`src/rtl/sb_pkg.sv`:
```
`timescale 1ns/1ps
package sb_pkg;
    typedef enum logic [1:0] {
        S_IDLE     = 2'd0,
        S_WAIT_OPS = 2'd1,
        S_EXEC     = 2'd2,
        S_DONE     = 2'd3
    } slot_state_e;
endpackage

```
`src/rtl/sb_issue_check.sv`:
```
`timescale 1ns/1ps
module sb_issue_check #(
    parameter int NUM_FU  = 4,
    parameter int NUM_REG = 8,
    parameter int REG_W   = 3,
    parameter int FU_W    = 2
) (
    input  logic                           iss_valid,
    input  logic [FU_W-1:0]                iss_fu,
    input  logic [REG_W-1:0]               iss_dst,
    input  logic [REG_W-1:0]               iss_src1,
    input  logic [REG_W-1:0]               iss_src2,
    input  logic                           iss_use1,
    input  logic                           iss_use2,
    input  logic [NUM_FU-1:0]              busy_vec,
    input  logic [NUM_REG-1:0]             res_valid,
    input  logic [NUM_REG-1:0][FU_W-1:0]   res_fu,
    input  logic [NUM_FU-1:0]              wb_grant,
    output logic                           iss_ready,
    output logic [NUM_FU-1:0]              fire_vec,
    output logic                           pend1,
    output logic                           pend2,
    output logic [FU_W-1:0]                prod1,
    output logic [FU_W-1:0]                prod2
);
    // structural hazard on the unit, WAW hazard on the destination
    assign iss_ready = !busy_vec[iss_fu] && !res_valid[iss_dst];

    // producer lookup; a producer writing back this cycle counts as done
    assign prod1 = res_fu[iss_src1];
    assign prod2 = res_fu[iss_src2];
    assign pend1 = iss_use1 && res_valid[iss_src1] && !wb_grant[prod1];
    assign pend2 = iss_use2 && res_valid[iss_src2] && !wb_grant[prod2];

    for (genvar i = 0; i < NUM_FU; i++) begin : g_fire
        assign fire_vec[i] = iss_valid && iss_ready && (iss_fu == FU_W'(i));
    end
endmodule

```
`src/rtl/sb_fu_slot.sv`:
```
`timescale 1ns/1ps
module sb_fu_slot
    import sb_pkg::*;
#(
    parameter int NUM_FU = 4,
    parameter int REG_W  = 3,
    parameter int OP_W   = 4,
    parameter int FU_W   = 2
) (
    input  logic              clk,
    input  logic              rst_n,
    input  logic              issue,
    input  logic [OP_W-1:0]   op_in,
    input  logic [REG_W-1:0]  dst_in,
    input  logic [REG_W-1:0]  src1_in,
    input  logic [REG_W-1:0]  src2_in,
    input  logic              use1_in,
    input  logic              use2_in,
    input  logic              pend1_in,
    input  logic              pend2_in,
    input  logic [FU_W-1:0]   prod1_in,
    input  logic [FU_W-1:0]   prod2_in,
    input  logic              rd_grant,
    input  logic              done_req,
    input  logic              wb_grant,
    input  logic [NUM_FU-1:0] wb_vec,
    output logic              busy,
    output logic              rd_cand,
    output logic [1:0]        rd_need,
    output logic              done,
    output logic              war1,
    output logic              war2,
    output logic [REG_W-1:0]  dst_o,
    output logic [REG_W-1:0]  src1_o,
    output logic [REG_W-1:0]  src2_o,
    output logic [OP_W-1:0]   op_o
);
    slot_state_e state_q, state_d;

    logic [OP_W-1:0]  op_q;
    logic [REG_W-1:0] dst_q, src1_q, src2_q;
    logic             use1_q, use2_q, rdy1_q, rdy2_q;
    logic [FU_W-1:0]  prod1_q, prod2_q;

    // state register
    always_ff @(posedge clk or negedge rst_n) begin
        if (!rst_n) state_q <= S_IDLE;
        else        state_q <= state_d;
    end

    // transitions
    always_comb begin
        state_d = state_q;
        unique case (state_q)
            S_IDLE:     if (issue)    state_d = S_WAIT_OPS;
            S_WAIT_OPS: if (rd_grant) state_d = S_EXEC;
            S_EXEC:     if (done_req) state_d = S_DONE;
            S_DONE:     if (wb_grant) state_d = S_IDLE;
        endcase
    end

    // status entry: fields latched at issue, source flags woken by writebacks
    always_ff @(posedge clk or negedge rst_n) begin
        if (!rst_n) begin
            op_q    <= '0;
            dst_q   <= '0;
            src1_q  <= '0;
            src2_q  <= '0;
            use1_q  <= 1'b0;
            use2_q  <= 1'b0;
            rdy1_q  <= 1'b0;
            rdy2_q  <= 1'b0;
            prod1_q <= '0;
            prod2_q <= '0;
        end else if (issue && state_q == S_IDLE) begin
            op_q    <= op_in;
            dst_q   <= dst_in;
            src1_q  <= src1_in;
            src2_q  <= src2_in;
            use1_q  <= use1_in;
            use2_q  <= use2_in;
            rdy1_q  <= !pend1_in;
            rdy2_q  <= !pend2_in;
            prod1_q <= prod1_in;
            prod2_q <= prod2_in;
        end else if (state_q == S_WAIT_OPS) begin
            if (!rdy1_q && wb_vec[prod1_q]) rdy1_q <= 1'b1;
            if (!rdy2_q && wb_vec[prod2_q]) rdy2_q <= 1'b1;
        end
    end

    // outputs
    always_comb begin
        busy    = (state_q != S_IDLE);
        rd_cand = (state_q == S_WAIT_OPS) && rdy1_q && rdy2_q;
        rd_need = {1'b0, use1_q} + {1'b0, use2_q};
        done    = (state_q == S_DONE);
        war1    = (state_q == S_WAIT_OPS) && use1_q && rdy1_q;
        war2    = (state_q == S_WAIT_OPS) && use2_q && rdy2_q;
        dst_o   = dst_q;
        src1_o  = src1_q;
        src2_o  = src2_q;
        op_o    = op_q;
    end


    grant_needs_ready_chk: assert property (@(posedge clk) disable iff (!rst_n)
        rd_grant |-> rd_cand);

    grant_enters_exec_chk: assert property (@(posedge clk) disable iff (!rst_n)
        rd_grant |=> (state_q == S_EXEC));

    stray_done_ignored_chk: assert property (@(posedge clk) disable iff (!rst_n)
        (state_q == S_IDLE && done_req && !issue) |=> !done && !busy);

    freed_after_wb_chk: assert property (@(posedge clk) disable iff (!rst_n)
        wb_grant |=> !busy);
endmodule

```
`src/rtl/sb_read_arbiter.sv`:
```
`timescale 1ns/1ps
module sb_read_arbiter #(
    parameter int NUM_FU       = 4,
    parameter int NUM_RD_PORTS = 2,
    localparam int CW          = $clog2(NUM_RD_PORTS + 3)
) (
    input  logic                   clk,
    input  logic                   rst_n,
    input  logic [NUM_FU-1:0]      cand,
    input  logic [NUM_FU-1:0][1:0] need,
    output logic [NUM_FU-1:0]      grant
);
    logic [CW-1:0] left;
    logic [CW-1:0] used;

    // first fit from unit 0 upward
    always_comb begin
        left  = CW'(NUM_RD_PORTS);
        grant = '0;
        for (int i = 0; i < NUM_FU; i++) begin
            if (cand[i] && (CW'(need[i]) <= left)) begin
                grant[i] = 1'b1;
                left     = left - CW'(need[i]);
            end
        end
    end

    always_comb begin
        used = '0;
        for (int i = 0; i < NUM_FU; i++) begin
            if (grant[i]) used = used + CW'(need[i]);
        end
    end


    port_budget_chk: assert property (@(posedge clk) disable iff (!rst_n)
        used <= CW'(NUM_RD_PORTS));

    grant_subset_chk: assert property (@(posedge clk) disable iff (!rst_n)
        (grant & ~cand) == '0);
endmodule

```
`src/rtl/sb_wb_arbiter.sv`:
```
`timescale 1ns/1ps
module sb_wb_arbiter #(
    parameter int NUM_FU = 4,
    parameter int REG_W  = 3,
    parameter int FU_W   = 2
) (
    input  logic                       clk,
    input  logic                       rst_n,
    input  logic [NUM_FU-1:0]          done,
    input  logic [NUM_FU-1:0][REG_W-1:0] dst,
    input  logic [NUM_FU-1:0][REG_W-1:0] src1,
    input  logic [NUM_FU-1:0][REG_W-1:0] src2,
    input  logic [NUM_FU-1:0]          war1,
    input  logic [NUM_FU-1:0]          war2,
    output logic [NUM_FU-1:0]          grant,
    output logic                       any,
    output logic [FU_W-1:0]            idx
);
    logic [NUM_FU-1:0] safe;

    for (genvar f = 0; f < NUM_FU; f++) begin : g_war
        logic blk;
        always_comb begin
            blk = 1'b0;
            for (int g = 0; g < NUM_FU; g++) begin
                if (g != f) begin
                    if (war1[g] && src1[g] == dst[f]) blk = 1'b1;
                    if (war2[g] && src2[g] == dst[f]) blk = 1'b1;
                end
            end
        end
        assign safe[f] = done[f] && !blk;
    end

    always_comb begin
        grant = '0;
        any   = 1'b0;
        idx   = '0;
        for (int f = 0; f < NUM_FU; f++) begin
            if (safe[f] && !any) begin
                grant[f] = 1'b1;
                any      = 1'b1;
                idx      = FU_W'(f);
            end
        end
    end


    wb_onehot_chk: assert property (@(posedge clk) disable iff (!rst_n)
        $onehot0(grant));

    wb_only_done_chk: assert property (@(posedge clk) disable iff (!rst_n)
        (grant & ~done) == '0);

    for (genvar f = 0; f < NUM_FU; f++) begin : g_war_chk
        for (genvar g = 0; g < NUM_FU; g++) begin : g_pair
            if (g != f) begin : g_other

                war_src1_chk: assert property (@(posedge clk) disable iff (!rst_n)
                    (grant[f] && war1[g]) |-> (src1[g] != dst[f]));

                war_src2_chk: assert property (@(posedge clk) disable iff (!rst_n)
                    (grant[f] && war2[g]) |-> (src2[g] != dst[f]));
            end
        end
    end
endmodule

```
`src/rtl/scoreboard_ctrl.sv`:
```
`timescale 1ns/1ps
module scoreboard_ctrl #(
    parameter int NUM_FU       = 4,
    parameter int NUM_REG      = 8,
    parameter int OP_W         = 4,
    parameter int NUM_RD_PORTS = 2,
    localparam int FU_W        = $clog2(NUM_FU),
    localparam int REG_W       = $clog2(NUM_REG)
) (
    input  logic              clk,
    input  logic              rst_n,
    input  logic              iss_valid,
    input  logic [FU_W-1:0]   iss_fu,
    input  logic [OP_W-1:0]   iss_op,
    input  logic [REG_W-1:0]  iss_dst,
    input  logic [REG_W-1:0]  iss_src1,
    input  logic [REG_W-1:0]  iss_src2,
    input  logic              iss_use1,
    input  logic              iss_use2,
    output logic              iss_ready,
    output logic [NUM_FU-1:0] rd_grant,
    input  logic [NUM_FU-1:0] done_req,
    output logic [NUM_FU-1:0] wb_grant,
    output logic [REG_W-1:0]  wb_dst,
    output logic [OP_W-1:0]   wb_op
);
    // register-result table
    logic [NUM_REG-1:0]           res_valid;
    logic [NUM_REG-1:0][FU_W-1:0] res_fu;

    logic [NUM_FU-1:0]             busy_vec, fire_vec, rd_cand, done_vec, war1_vec, war2_vec;
    logic [NUM_FU-1:0][1:0]        rd_need;
    logic [NUM_FU-1:0][REG_W-1:0]  dst_arr, src1_arr, src2_arr;
    logic [NUM_FU-1:0][OP_W-1:0]   op_arr;
    logic                          pend1, pend2, wb_any;
    logic [FU_W-1:0]               prod1, prod2, wb_idx;

    sb_issue_check #(
        .NUM_FU(NUM_FU), .NUM_REG(NUM_REG), .REG_W(REG_W), .FU_W(FU_W)
    ) issue_i (
        .iss_valid(iss_valid), .iss_fu(iss_fu), .iss_dst(iss_dst),
        .iss_src1(iss_src1), .iss_src2(iss_src2),
        .iss_use1(iss_use1), .iss_use2(iss_use2),
        .busy_vec(busy_vec), .res_valid(res_valid), .res_fu(res_fu),
        .wb_grant(wb_grant), .iss_ready(iss_ready), .fire_vec(fire_vec),
        .pend1(pend1), .pend2(pend2), .prod1(prod1), .prod2(prod2)
    );

    for (genvar i = 0; i < NUM_FU; i++) begin : g_slot
        sb_fu_slot #(
            .NUM_FU(NUM_FU), .REG_W(REG_W), .OP_W(OP_W), .FU_W(FU_W)
        ) slot_i (
            .clk(clk), .rst_n(rst_n), .issue(fire_vec[i]),
            .op_in(iss_op), .dst_in(iss_dst),
            .src1_in(iss_src1), .src2_in(iss_src2),
            .use1_in(iss_use1), .use2_in(iss_use2),
            .pend1_in(pend1), .pend2_in(pend2),
            .prod1_in(prod1), .prod2_in(prod2),
            .rd_grant(rd_grant[i]), .done_req(done_req[i]),
            .wb_grant(wb_grant[i]), .wb_vec(wb_grant),
            .busy(busy_vec[i]), .rd_cand(rd_cand[i]), .rd_need(rd_need[i]),
            .done(done_vec[i]), .war1(war1_vec[i]), .war2(war2_vec[i]),
            .dst_o(dst_arr[i]), .src1_o(src1_arr[i]), .src2_o(src2_arr[i]),
            .op_o(op_arr[i])
        );
    end

    sb_read_arbiter #(
        .NUM_FU(NUM_FU), .NUM_RD_PORTS(NUM_RD_PORTS)
    ) rd_arb_i (
        .clk(clk), .rst_n(rst_n), .cand(rd_cand), .need(rd_need), .grant(rd_grant)
    );

    sb_wb_arbiter #(
        .NUM_FU(NUM_FU), .REG_W(REG_W), .FU_W(FU_W)
    ) wb_arb_i (
        .clk(clk), .rst_n(rst_n), .done(done_vec), .dst(dst_arr),
        .src1(src1_arr), .src2(src2_arr), .war1(war1_vec), .war2(war2_vec),
        .grant(wb_grant), .any(wb_any), .idx(wb_idx)
    );

    assign wb_dst = wb_any ? dst_arr[wb_idx] : '0;
    assign wb_op  = wb_any ? op_arr[wb_idx]  : '0;

    // release on writeback, reserve on issue
    always_ff @(posedge clk or negedge rst_n) begin
        if (!rst_n) begin
            res_valid <= '0;
            res_fu    <= '0;
        end else begin
            if (wb_any) res_valid[wb_dst] <= 1'b0;
            if (iss_valid && iss_ready) begin
                res_valid[iss_dst] <= 1'b1;
                res_fu[iss_dst]    <= iss_fu;
            end
        end
    end


    issue_unit_free_chk: assert property (@(posedge clk) disable iff (!rst_n)
        (iss_valid && iss_ready) |-> !busy_vec[iss_fu]);

    issue_reserves_chk: assert property (@(posedge clk) disable iff (!rst_n)
        (iss_valid && iss_ready) |=> res_valid[$past(iss_dst)] &&
                                     (res_fu[$past(iss_dst)] == $past(iss_fu)));

    wb_owner_chk: assert property (@(posedge clk) disable iff (!rst_n)
        wb_any |-> res_valid[wb_dst] && (res_fu[wb_dst] == wb_idx));

    wb_releases_chk: assert property (@(posedge clk) disable iff (!rst_n)
        wb_any |=> !res_valid[$past(wb_dst)]);
endmodule

```
`config.mk`:
```
export PLATFORM = sky130hd
export DESIGN_NAME = scoreboard_ctrl
export DESIGN_NICKNAME = d
export VERILOG_FILES = /design/src/rtl/sb_pkg.sv /design/src/rtl/sb_issue_check.sv /design/src/rtl/sb_fu_slot.sv /design/src/rtl/sb_read_arbiter.sv /design/src/rtl/sb_wb_arbiter.sv /design/src/rtl/scoreboard_ctrl.sv
export SDC_FILE = /design/constraint.sdc
export NUM_CORES = 1
export LEC_CHECK = 0
export ABC_AREA = 1
export CORE_MARGIN = 2
export CORE_UTILIZATION = 59
export DETAILED_ROUTE_END_ITERATION = 8
export DONT_BUFFER_PORTS = 1
export PLACE_DENSITY = 0.78
export SETUP_SLACK_MARGIN = 0.3
export SLEW_MARGIN = 5
export SYNTH_ARGS = -nofsm -noshare
export SYNTH_HDL_FRONTEND = slang
export SYNTH_HIERARCHICAL = 1
export SYNTH_SLANG_ARGS = --single-unit
```
`constraint.sdc`:
```
create_clock -name clk -period 3.96 [get_ports clk]
set_input_delay 0.594 -clock clk [delete_from_list [all_inputs] [get_ports clk]]
set_output_delay 0.594 -clock clk [all_outputs]
set_load 0.01 [all_outputs]
```
==> summary.md, run 1 <==
| Metric | Value |
|---|---|
| FF+latch count, synth | `116` |
| Final setup viols | `1` |
| P&R area growth vs syn | `11.90%` |
| Mean Syn Cell Area | `6.545 µm²` |
| Fmax | `228.4 MHz` |
| CP endpoint | `rd_grant[3]` |
| Post-route DRC | `0` |
| Largest net degree at the start of global routing | `117` |
| Final Cycle Share | `110.6%` |
| Worst hold path class | `in2async` |
| Nets | `1347` |
| P per Cell Area | `954.3 mW/mm²` |
| Syn_nets | `roughly 1300` |
| Core area | `0.01383 mm²` |
| VDD IR-drop max | `around 0.46 mV` |
| Pleak | `0.004878 µW` |
| Root buffer cell | `clkbuf_16` |
| CP startpoint | `g_slot[0].slot_i/use2_q$_DFFE_PN0P_` |
| Int Pwr | `4647 µW` |
| Via density | `5.454` |
| Tightest Pin Transition | `0.5709 ns` |
| Die ar. | `0.01507 mm²` |
| RSZ-0062 raised after global routing | `yes` |
| Post-synthesis cell count | `1271` |
| HPWL Detailed | `16.49 mm` |
| Sequential Power Share | `27.4%` |
| RePlAce Congestion | `0.9503` |
| CTS buffer count | `17` |
| Worst-Skew Late Latency | `between 0.4 and 0.5 ns` |
| Most frequent cells in the layout | `551 x nand2_1, 127 x nor2_1, 127 x inv_1` |
| Worst setup margin | `-0.4192 ns` |
| Max Transition Viols Final | `0` |
| Initial core utilization | `roughly three fifths` |
| Logic pwr share | `between 50% and 60%` |
| Via count | `8104` |
| NetSw | `~4200 µW` |
| # diodes | `0` |
| Worst setup EP type | `output port` |
| Slew HR | `61.90%` |
| Vias in the first global route | `7876` |
| Max incr delay on CP | `around 0.4 ns` |
| Die X | `approximately 120 µm` |
| Reg area | `0.002903 mm²` |
| R2R Path Start | `g_slot[0].slot_i/use2_q$_DFFE_PN0P_` |
| Reg-to-Reg End | `g_slot[3].slot_i/state_q[0]$_DFFE_PN0P_` |
| TritonCTS clock tree | `built` |
| Num ports | `40` |
| WL/cell | `15.94 µm` |
| Max-cap violation count | `0` |
| Final Critical Period | `~4.4 ns` |
| Max H-tree Level | `4` |
| Initial antenna violation count | `0` |
| Slowest-stage cell, CP | `dfrtp_1` |
| Clock sinks | `between 100 and 150` |
| Status | `finished with violations` |
| Detail Route Antenna Nets | `0` |
| Final Skew | `0.01095 ns` |
| Final hold slack | `0.1265 ns` |
| Drt first pass iters | `6` |
| WP data arrival | `3.79 ns` |
| Post-synthesis cell area | `0.008319 mm²` |
| Final WL | `23.69 mm` |
| Multi-input logic area | `0.004683 mm²` |
| Proportion of synthesized chip area in sequential cells | `34.89%` |
| Violated checks | `setup timing` |
| Global route total overflow | `0` |
| FP Rows | `43` |
| Setup crit start kind | `flip-flop` |
| Die height | `122.7 µm` |
| Starting DRT DRC Count | `729` |
| Final hold vios | `0` |
| Most common cell after layout, fill and taps aside | `nand2_1` |
| Filler cell count in the final layout | `1189` |
| Critical path's most frequent cell | `ha_4` |
| Clock share of power | `~17%` |
| Post-synth cell types | `37` |
| Worst setup path class | `reg2out` |
| Yosys warning total | `6` |
| Crit path max fanout | `6` |
| Post-layout util | `just under 70%` |
| Global-route wire length before repair | `38.81 mm` |
| Worst EP required | `3.37 ns` |
| Fraction of layout cells with a size suffix above 1 | `approximately 14%` |
| Clock-pin slew on the worst setup and hold paths | `0.05 ns` |
| Switching Fraction | `47.69%` |
| Reg2reg path depth | `31` |
| Setup slack, reg-to-reg | `0.13 ns` |
| Port buffer count | `0` |
| Bufs on Longest Clock Path | `2` |
| Total GRT Usage | `~34%` |
-- layout make-up --
| type | count | area share (%) |
|---|---|---|
| multi-input combinational | 963 | 50.31 |
| timing repair buffer | 32 | 2.836 |
| tap | 180 | 2.419 |
| clock buffer | 22 | 5.202 |
| clock inverter | 9 | 0.8468 |
| inverter | 164 | 7.204 |
| sequential | 116 | 31.18 |
-- critical path, delay by kind of cell (launching register included) --
family	cells	cell delay [ns]
AOI/OAI and AO/OA	4	0.49
adders and majority gates	5	1.23
buffers and inverters	5	0.31
DFF	1	0.40
and+or+nand+nor	11	0.93
-- flip-flops by register name, indices dropped and copies added (netlist names), 8 cells and up --
register	flops
g_slot.slot_i/op_o	16
res_fu	16
g_slot.slot_i/dst_o	12
g_slot.slot_i/src1_o	12
g_slot.slot_i/src2_o	12
g_slot.slot_i/prod1_q	8
g_slot.slot_i/prod2_q	8
g_slot.slot_i/state_q	8
res_valid	8
-- timing repair --
| item | 4_1_cts | 5_1_grt |
|---|---|---|
| hold buffers | 1 | 0 |
| resized for setup | 11 | 24 |
| setup buffers | 4 | 8 |
| endpoints found under the hold margin | 116 | 0 |
| pin swaps | 14 | 16 |
| endpoints found under the setup margin | 11 | 11 |
-- kinds of logic after synthesis --
logic type | count (synthesis) | share of synthesized area [%]
flops | 116 | 34.89
compound gates | 123 | 8.663
simple gates | 806 | 40.29
buf+inv | 192 | 11.08
xor+xnor | 5 | 0.5264
fa+ha+maj | 29 | 4.542
-- synth_stat cells, drive strengths merged --
| library cell | number | area share [%] |
|---|---|---|
| xnor2 | 5 | 0.53 |
| dfrtp | 116 | 35 |
| nor2 | 142 | 6.8 |
| nand2 | 583 | 28 |
| bufinv | 1 | 0.21 |
| nor3b | 1 | 0.23 |
| o22ai | 4 | 0.60 |
| and3 | 1 | 0.075 |
| ha | 27 | 4.1 |
| nand4 | 6 | 0.45 |
| clkinv | 1 | 0.045 |
| nand3 | 73 | 5.1 |
| o211ai | 12 | 1.2 |
| a21oi | 28 | 1.7 |
| buf | 28 | 3.2 |
| o21ai | 74 | 4.6 |
| inv | 162 | 7.6 |
| o21a | 2 | 0.27 |
| fa | 2 | 0.48 |
| a21boi | 3 | 0.27 |
-- worst min path at each step --
stage	start	endpoint	slack, ns
after CTS	rst_n	res_valid[7]$_DFF_PN0_	0.15
after global placement	rst_n	g_slot[3].slot_i/op_o[2]$_DFFE_PN0P_	0.30
final	rst_n	res_valid[7]$_DFF_PN0_	0.13
after detailed placement	rst_n	g_slot[3].slot_i/op_o[2]$_DFFE_PN0P_	0.30
after floorplan	rst_n	g_slot[0].slot_i/dst_o[0]$_DFFE_PN0P_	0.30
after global routing	rst_n	g_slot[0].slot_i/op_o[0]$_DFFE_PN0P_	0.18
-- through the flow --
stage	setup slack (ns)	cells	power, µW	instance area, µm²	setup TNS (ns)
2_1_floorplan	0.07130	1271	5838	8406	0
3_3_place_gp	-0.04291	1442	6743	8508	-0.04291
3_5_place_dp	-0.1184	1442	6901	8508	-0.1399
4_1_cts	-0.4454	1478	8602	9170	-0.4454
5_1_grt	-0.6373	1486	9656	9309	-0.9755
6_report	-0.4192	1486	8883	9309	-0.4192
-- power groups by stage --
stage               clock [µW]  sequential (µW)  combinational [µW]
floorplan                    0             2180                3650
global placement             0             2400                4340
detailed placement           0             2420                4480
CTS                       1480             2410                4710
global route              1530             2520                5610
finish                    1470             2430                4980
-- routing by layer --
| layer | vias to the layer above | global-route usage, % | routed length (µm) | share of wire (%) |
|---|---|---|---|---|
| met5 | - | 0 | 0 | 0 |
| met4 | 0 | 13.43 | 567 | 2.4 |
| met3 | 50 | 5.948 | 1800 | 7.6 |
| met2 | 352 | 55.90 | 11510 | 49 |
| met1 | 3748 | 43.62 | 9805 | 41 |
| li1 | 3954 | - | - | - |
Note: power is estimated with default switching activity, not from simulation.
==> inputs of run 2 (changes only) <==
- CORE_UTILIZATION: 59 -> 70
- PLACE_DENSITY: 0.78 -> 0.86
- clock period: 3.96 -> 5.7 ns (I/O delays scaled with it)
==> run 2 against run 1 <==
Against the previous run:
- the run now ends clean
- routed wire length down 2.6%
- critical endpoint unchanged
- largest power group unchanged
- clock skew hardly changed
- count of clock-buffer cells in the layout increased by 2
- highest routed layer unchanged
- largest cell class unchanged
==> summary.md, run 2 (synthesized netlist as in run 1, its figures left out) <==
| Metric | Value |
|---|---|
| P per Cell Area | `647.9 mW/mm²` |
| Detail Route Antenna Nets | `0` |
| Worst setup EP type | `output port` |
| Initial antenna violation count | `0` |
| Dpl ws | `0.9563 ns` |
| TritonCTS clock tree | `built` |
| Worst hold path class | `in2async` |
| Placed insts | `1388` |
| Vias in the first global route | `around 7700` |
| Final Cycle Share | `89.74%` |
| FP Rows | `39` |
| Tightest Pin Transition | `0.5999 ns` |
| Bufs on Longest Clock Path | `2` |
| P&R area growth vs syn | `6.257%` |
| Die ar. | `about 0.013 mm²` |
| Num ports | `40` |
| Die X | `113.0 µm` |
| Largest net degree at the start of global routing | `approximately 120` |
| Starting DRT DRC Count | `877` |
| Clock-pin slew on the worst setup and hold paths | `about 0.05 ns` |
| Worst setup margin | `between 0.5 and 0.6 ns` |
| Post-route DRC | `0` |
| Total negative slack | `0 ns` |
| Drt first pass iters | `6` |
| Pleak | `0.004722 µW` |
| Root buffer cell | `clkbuf_16` |
| RSZ-0062 raised after global routing | `no` |
| Fmax | `a little under 200 MHz` |
| Final hold vios | `0` |
| Final Skew | `0.01110 ns` |
| Die height | `between 100 and 150 µm` |
| Tot Pwr | `5727 µW` |
| Slew HR | `59.91%` |
| Global route total overflow | `0` |
| Via count | `about 8000` |
| Status | `completed` |
| CTS buffer count | `17` |
| Setup crit start kind | `flip-flop` |
| Nets | `1318` |
| Initial core utilization | `72.24%` |
| # diodes | `0` |
| Clock sinks | `116` |
| Crit path max fanout | `4` |
| Global-route wire length before repair | `37.98 mm` |
| Max-cap violation count | `0` |
| Total GRT Usage | `37.95%` |
| HPWL Detailed | `15.80 mm` |
| Most frequent cells in the layout | `558 x nand2_1, 134 x nor2_1, 131 x inv_1` |
| Core area | `0.01152 mm²` |
| Worst EP required | `4.85 ns` |
| Via density | `roughly 5.7` |
| Fraction of layout cells with a size suffix above 1 | `9.233%` |
| RePlAce Congestion | `0.9571` |
| Most common cell after layout, fill and taps aside | `nand2_1` |
| Final setup viols | `0` |
| Max Transition Viols Final | `0` |
| WP data arrival | `4.26 ns` |
| Port buffer count | `0` |
| Final WL | `23.06 mm` |
| Worst setup path class | `reg2out` |
| Final Critical Period | `5.115 ns` |
| Max H-tree Level | `4` |
| VDD IR-drop max | `around 0.35 mV` |
| WL/cell | `16.23 µm` |
| Worst-Skew Late Latency | `0.43 ns` |
| Final Non-Filler Cells | `1421` |
[run 2: cell count changes in the layout (fill, tap and decap cells not counted), sizes merged]
cell	previous run	this run
buf	32	3
clkinvlp	2	1
clkbuf	22	24
[run 2: per-stage QoR]
step | area, µm² | hold slack [ns] | util (%)
finish | 8840 | 0.1265 | 76.76
global route | 8840 | 0.1099 | 76.76
CTS | 8815 | 0.1116 | 76.54
detailed placement | 8248 | 0.4648 | 71.62
global placement | 8248 | 0.4559 | 71.62
floorplan | 8319 | 0.4417 | -
[run 2: final cells by class]
cell class	count	area, µm²
Multi-Input combinational cell	963	4512
Sequential cell	116	2903
Fill cell	910	2676
Inverter	164	656.9
Clock buffer	24	491.7
Tap cell	143	178.9
Clock inverter	8	75.07
Timing Repair Buffer	3	22.52
[run 2: metal layers]
layer | track usage [%] | vias to the layer above | share of wire [%]
met5 | 0 | - | 0
met4 | 16.83 | 0 | 3.4
met3 | 7.606 | 60 | 9.1
met2 | 61.32 | 403 | 47
met1 | 49.86 | 3761 | 40
li1 | - | 3908 | -
[run 2: worst max-delay path: stages, from the launching register on]
cell and delay (ns):
dfrtp_1 0.39, ha_1 0.30, ha_1 0.27, nor2_4 0.18
nand2_1 0.09, ha_1 0.21, fa_1 0.51, o21a_4 0.16
inv_2 0.03, ha_1 0.26, o21ai_1 0.06, nand2_1 0.08
clkinv_1 0.07, nand2_2 0.08, nand2_4 0.06, inv_1 0.16
nand2_1 0.11, nand2_2 0.07, ha_1 0.23, a21oi_1 0.14
a21oi_1 0.05, nand3_1 0.12, nand2_1 0.11, inv_2 0.09
[run 2: final timing paths]
path	startpoint	to	slack, ns	cells past startpoint
max	g_slot[0].slot_i/use2_q$_DFFE_PN0P_	rd_grant[3]	0.58	23
max in group asynchronous	rst_n	g_slot[0].slot_i/prod1_q[0]$_DFFE_PN0P_	5.42	0
min	rst_n	g_slot[2].slot_i/op_o[1]$_DFFE_PN0P_	0.13	0
min in group clk	res_valid[7]$_DFF_PN0_	res_valid[7]$_DFF_PN0_	0.47	2
min reg2reg	res_valid[7]$_DFF_PN0_	res_valid[7]$_DFF_PN0_	0.47	2
max reg2reg	g_slot[0].slot_i/use2_q$_DFFE_PN0P_	g_slot[3].slot_i/state_q[0]$_DFFE_PN0P_	1.23	28
[run 2: what timing repair did]
item / CTS / global route
hold buffers: 0 / 0
gates resized for setup: 0 / 5
setup endpoints to repair: 0 / 1
setup buffers: 0 / 1
[run 2: report_power, final]
part / internal, µW / switching, µW / total [µW]
Clock: 642 / 375 / 1020
Combinational: 1090 / 1930 / 3020
Sequential: 1230 / 465 / 1690
==> inputs of run 3 (changes only) <==
- GPL_TIMING_DRIVEN: unset -> 0
==> run 3 against run 2 <==
Against the previous run:
- routed wire length fell by 0.93%
- highest routed layer unchanged
- non-clock buffer count rose by 26
- cell area rose by 3.2%
- first-iteration DRC count fell by 0.11%
- setup slack got worse by 0.024 ns
- largest cell class unchanged
==> summary.md, run 3 (synthesized netlist as in run 1, its figures left out) <==
| Metric | Value |
|---|---|
| Port buffer count | `0` |
| Reg2reg path depth | `31` |
| Post-layout util | `79.18%` |
| Total GRT Usage | `36.46%` |
| Total negative slack | `0 ns` |
| Worst-Skew Late Latency | `approximately 0.4 ns` |
| Worst hold path class | `in2async` |
| Logic pwr share | `54.2%` |
| RePlAce Congestion | `just under 1` |
| Switching Fraction | `between 40% and 50%` |
| CP startpoint | `g_slot[0].slot_i/use2_q$_DFFE_PN0P_` |
| Slew HR | `21.97%` |
| Max H-tree Level | `4` |
| Tot Pwr | `5844 µW` |
| Bufs on Longest Clock Path | `2` |
| Starting DRT DRC Count | `876` |
| CTS buffer count | `17` |
| Core area | `around 0.012 mm²` |
| Via density | `5.607` |
| P&R area growth vs syn | `9.611%` |
| Root buffer cell | `clkbuf_16` |
| Global-route wire length before repair | `36.45 mm` |
| Worst setup margin | `0.5611 ns` |
| Nets | `1344` |
| Worst EP required | `a little under 5 ns` |
| Final Skew | `between 0.007 and 0.008 ns` |
| Worst setup EP type | `output port` |
| Detail Route Antenna Nets | `0` |
| Sequential Power Share | `about 28%` |
| Final Critical Period | `5.139 ns` |
| HPWL Detailed | `16.62 mm` |
| Status | `completed` |
| Final Cycle Share | `90.16%` |
| FP Rows | `39` |
| Setup crit start kind | `flip-flop` |
| TritonCTS clock tree | `built` |
| Max-cap violation count | `0` |
| P per Cell Area | `640.9 mW/mm²` |
| Fmax | `a little under 200 MHz` |
| Die ar. | `0.01277 mm²` |
| NetSw | `2772 µW` |
| Int Pwr | `3072 µW` |
| Num ports | `40` |
| Pleak | `0.004868 µW` |
| Tightest Pin Transition | `1.166 ns` |
| Via count | `8108` |
| Fraction of layout cells with a size suffix above 1 | `around 11%` |
| WP data arrival | `4.28 ns` |
| Die X | `~110 µm` |
| Vias in the first global route | `7482` |
| Final WL | `22.85 mm` |
| Drt first pass iters | `7` |
| Clock-pin slew on the worst setup and hold paths | `about 0.050 ns` |
| RSZ-0062 raised after global routing | `no` |
| Global route total overflow | `0` |
| # hold bufs at CTS | `0` |
| Reg-to-Reg End | `g_slot[3].slot_i/state_q[1]$_DFFE_PN0P_` |
| Worst setup path class | `reg2out` |
| Clock sinks | `116` |
| Largest net degree at the start of global routing | `about 120` |
| Die height | `113.0 µm` |
| WL/cell | `15.80 µm` |
| Final hold vios | `0` |
| Final setup viols | `0` |
| VDD IR-drop max | `about 0.40 mV` |
| Clock share of power | `between 15 and 20%` |
| R2R Path Start | `g_slot[0].slot_i/use2_q$_DFFE_PN0P_` |
| Post-route DRC | `0` |
| Dpl ws | `0.7975 ns` |
| Initial antenna violation count | `0` |
| Most common cell after layout, fill and taps aside | `nand2_1` |
| Crit path max fanout | `6` |
| Most frequent cells in the layout | `558 x nand2_1, 133 x nor2_1, 131 x inv_1` |
| Setup slack, reg-to-reg | `1.24 ns` |
| Max Transition Viols Final | `0` |
| Initial core utilization | `72.24%` |
[run 3: cell count changes in the layout (fill, tap and decap cells not counted), sizes merged]
cell,change
buf,+26
bufinv,+1
clkbuf,+2
clkinv,-4
clkinvlp,-1
diode,+1
[run 3: cell type report]
type                            instances  area (µm²)
Buffer                                 28       265.3
Timing Repair Buffer                    1       7.507
Clock inverter                          4       70.07
Fill cell                             848        2397
Tap cell                              143       178.9
Sequential cell                       116        2903
Antenna cell                            1       2.502
Multi-Input combinational cell        963        4526
Inverter                              164       656.9
Clock buffer                           26       509.2
[run 3: timing repair]
| item | 4_1_cts | 5_1_grt |
|---|---|---|
| setup buffers | 0 | 1 |
| hold endpoints to repair | 0 | 0 |
| endpoints found under the setup margin | 0 | 1 |
| gates resized for setup | 0 | 9 |
[run 3: critical path, cell delays in order (launching register included)]
cell      delay [ns]
dfrtp_1         0.41
ha_1            0.31
ha_2            0.31
nor3b_4         0.20
inv_2           0.06
ha_1            0.29
nand2_1         0.07
nand3_2         0.11
nand2_4         0.08
nand2_1         0.07
o21a_1          0.14
inv_1           0.05
ha_1            0.30
o21ai_1         0.13
nand2_1         0.08
clkinv_1        0.06
nand2_2         0.06
nand2_4         0.07
inv_1           0.10
nand2_1         0.10
nand2_2         0.06
ha_1            0.30
a21oi_1         0.08
a21oi_2         0.14
nand3_2         0.13
nand2_1         0.11
inv_2           0.06
[run 3: layer usage]
| layer | track usage, % | wire, µm | vias to the layer above |
|---|---|---|---|
| met5 | 0 | 0 | - |
| met4 | 16.75 | 967 | 0 |
| met3 | 7.820 | 2157 | 77 |
| met2 | 59.12 | 10580 | 419 |
| met1 | 47.14 | 9140 | 3663 |
| li1 | - | - | 3949 |
[run 3: worst max-delay path by stage]
| stage | cells past startpoint | slack (ns) | endpoint |
|---|---|---|---|
| global route | 29 | 0.26 | rd_grant[3] |
| global placement | 26 | 0.87 | rd_grant[3] |
| detailed placement | 26 | 0.80 | rd_grant[3] |
| CTS | 26 | 0.33 | rd_grant[3] |
| finish | 26 | 0.56 | rd_grant[3] |
| floorplan | 23 | 1.33 | rd_grant[3] |
[run 3: power groups by stage]
stage	sequential [µW]	combinational, µW	clock (µW)
after floorplan	1510	2450	0
after global placement	1610	2940	0
after detailed placement	1630	3030	0
after CTS	1620	3070	1050
after global routing	1690	3540	1080
final	1630	3170	1040
[run 3: metrics by stage]
step | hold slack [ns] | cells | cell area [µm²]
finish | 0.1385 | 1446 | 9119
global route | 0.1226 | 1445 | 9116
detailed placement | 0.4636 | 1414 | 8498
global placement | 0.4561 | 1414 | 8498
CTS | 0.1261 | 1444 | 9077
floorplan | 0.4417 | 1271 | 8319
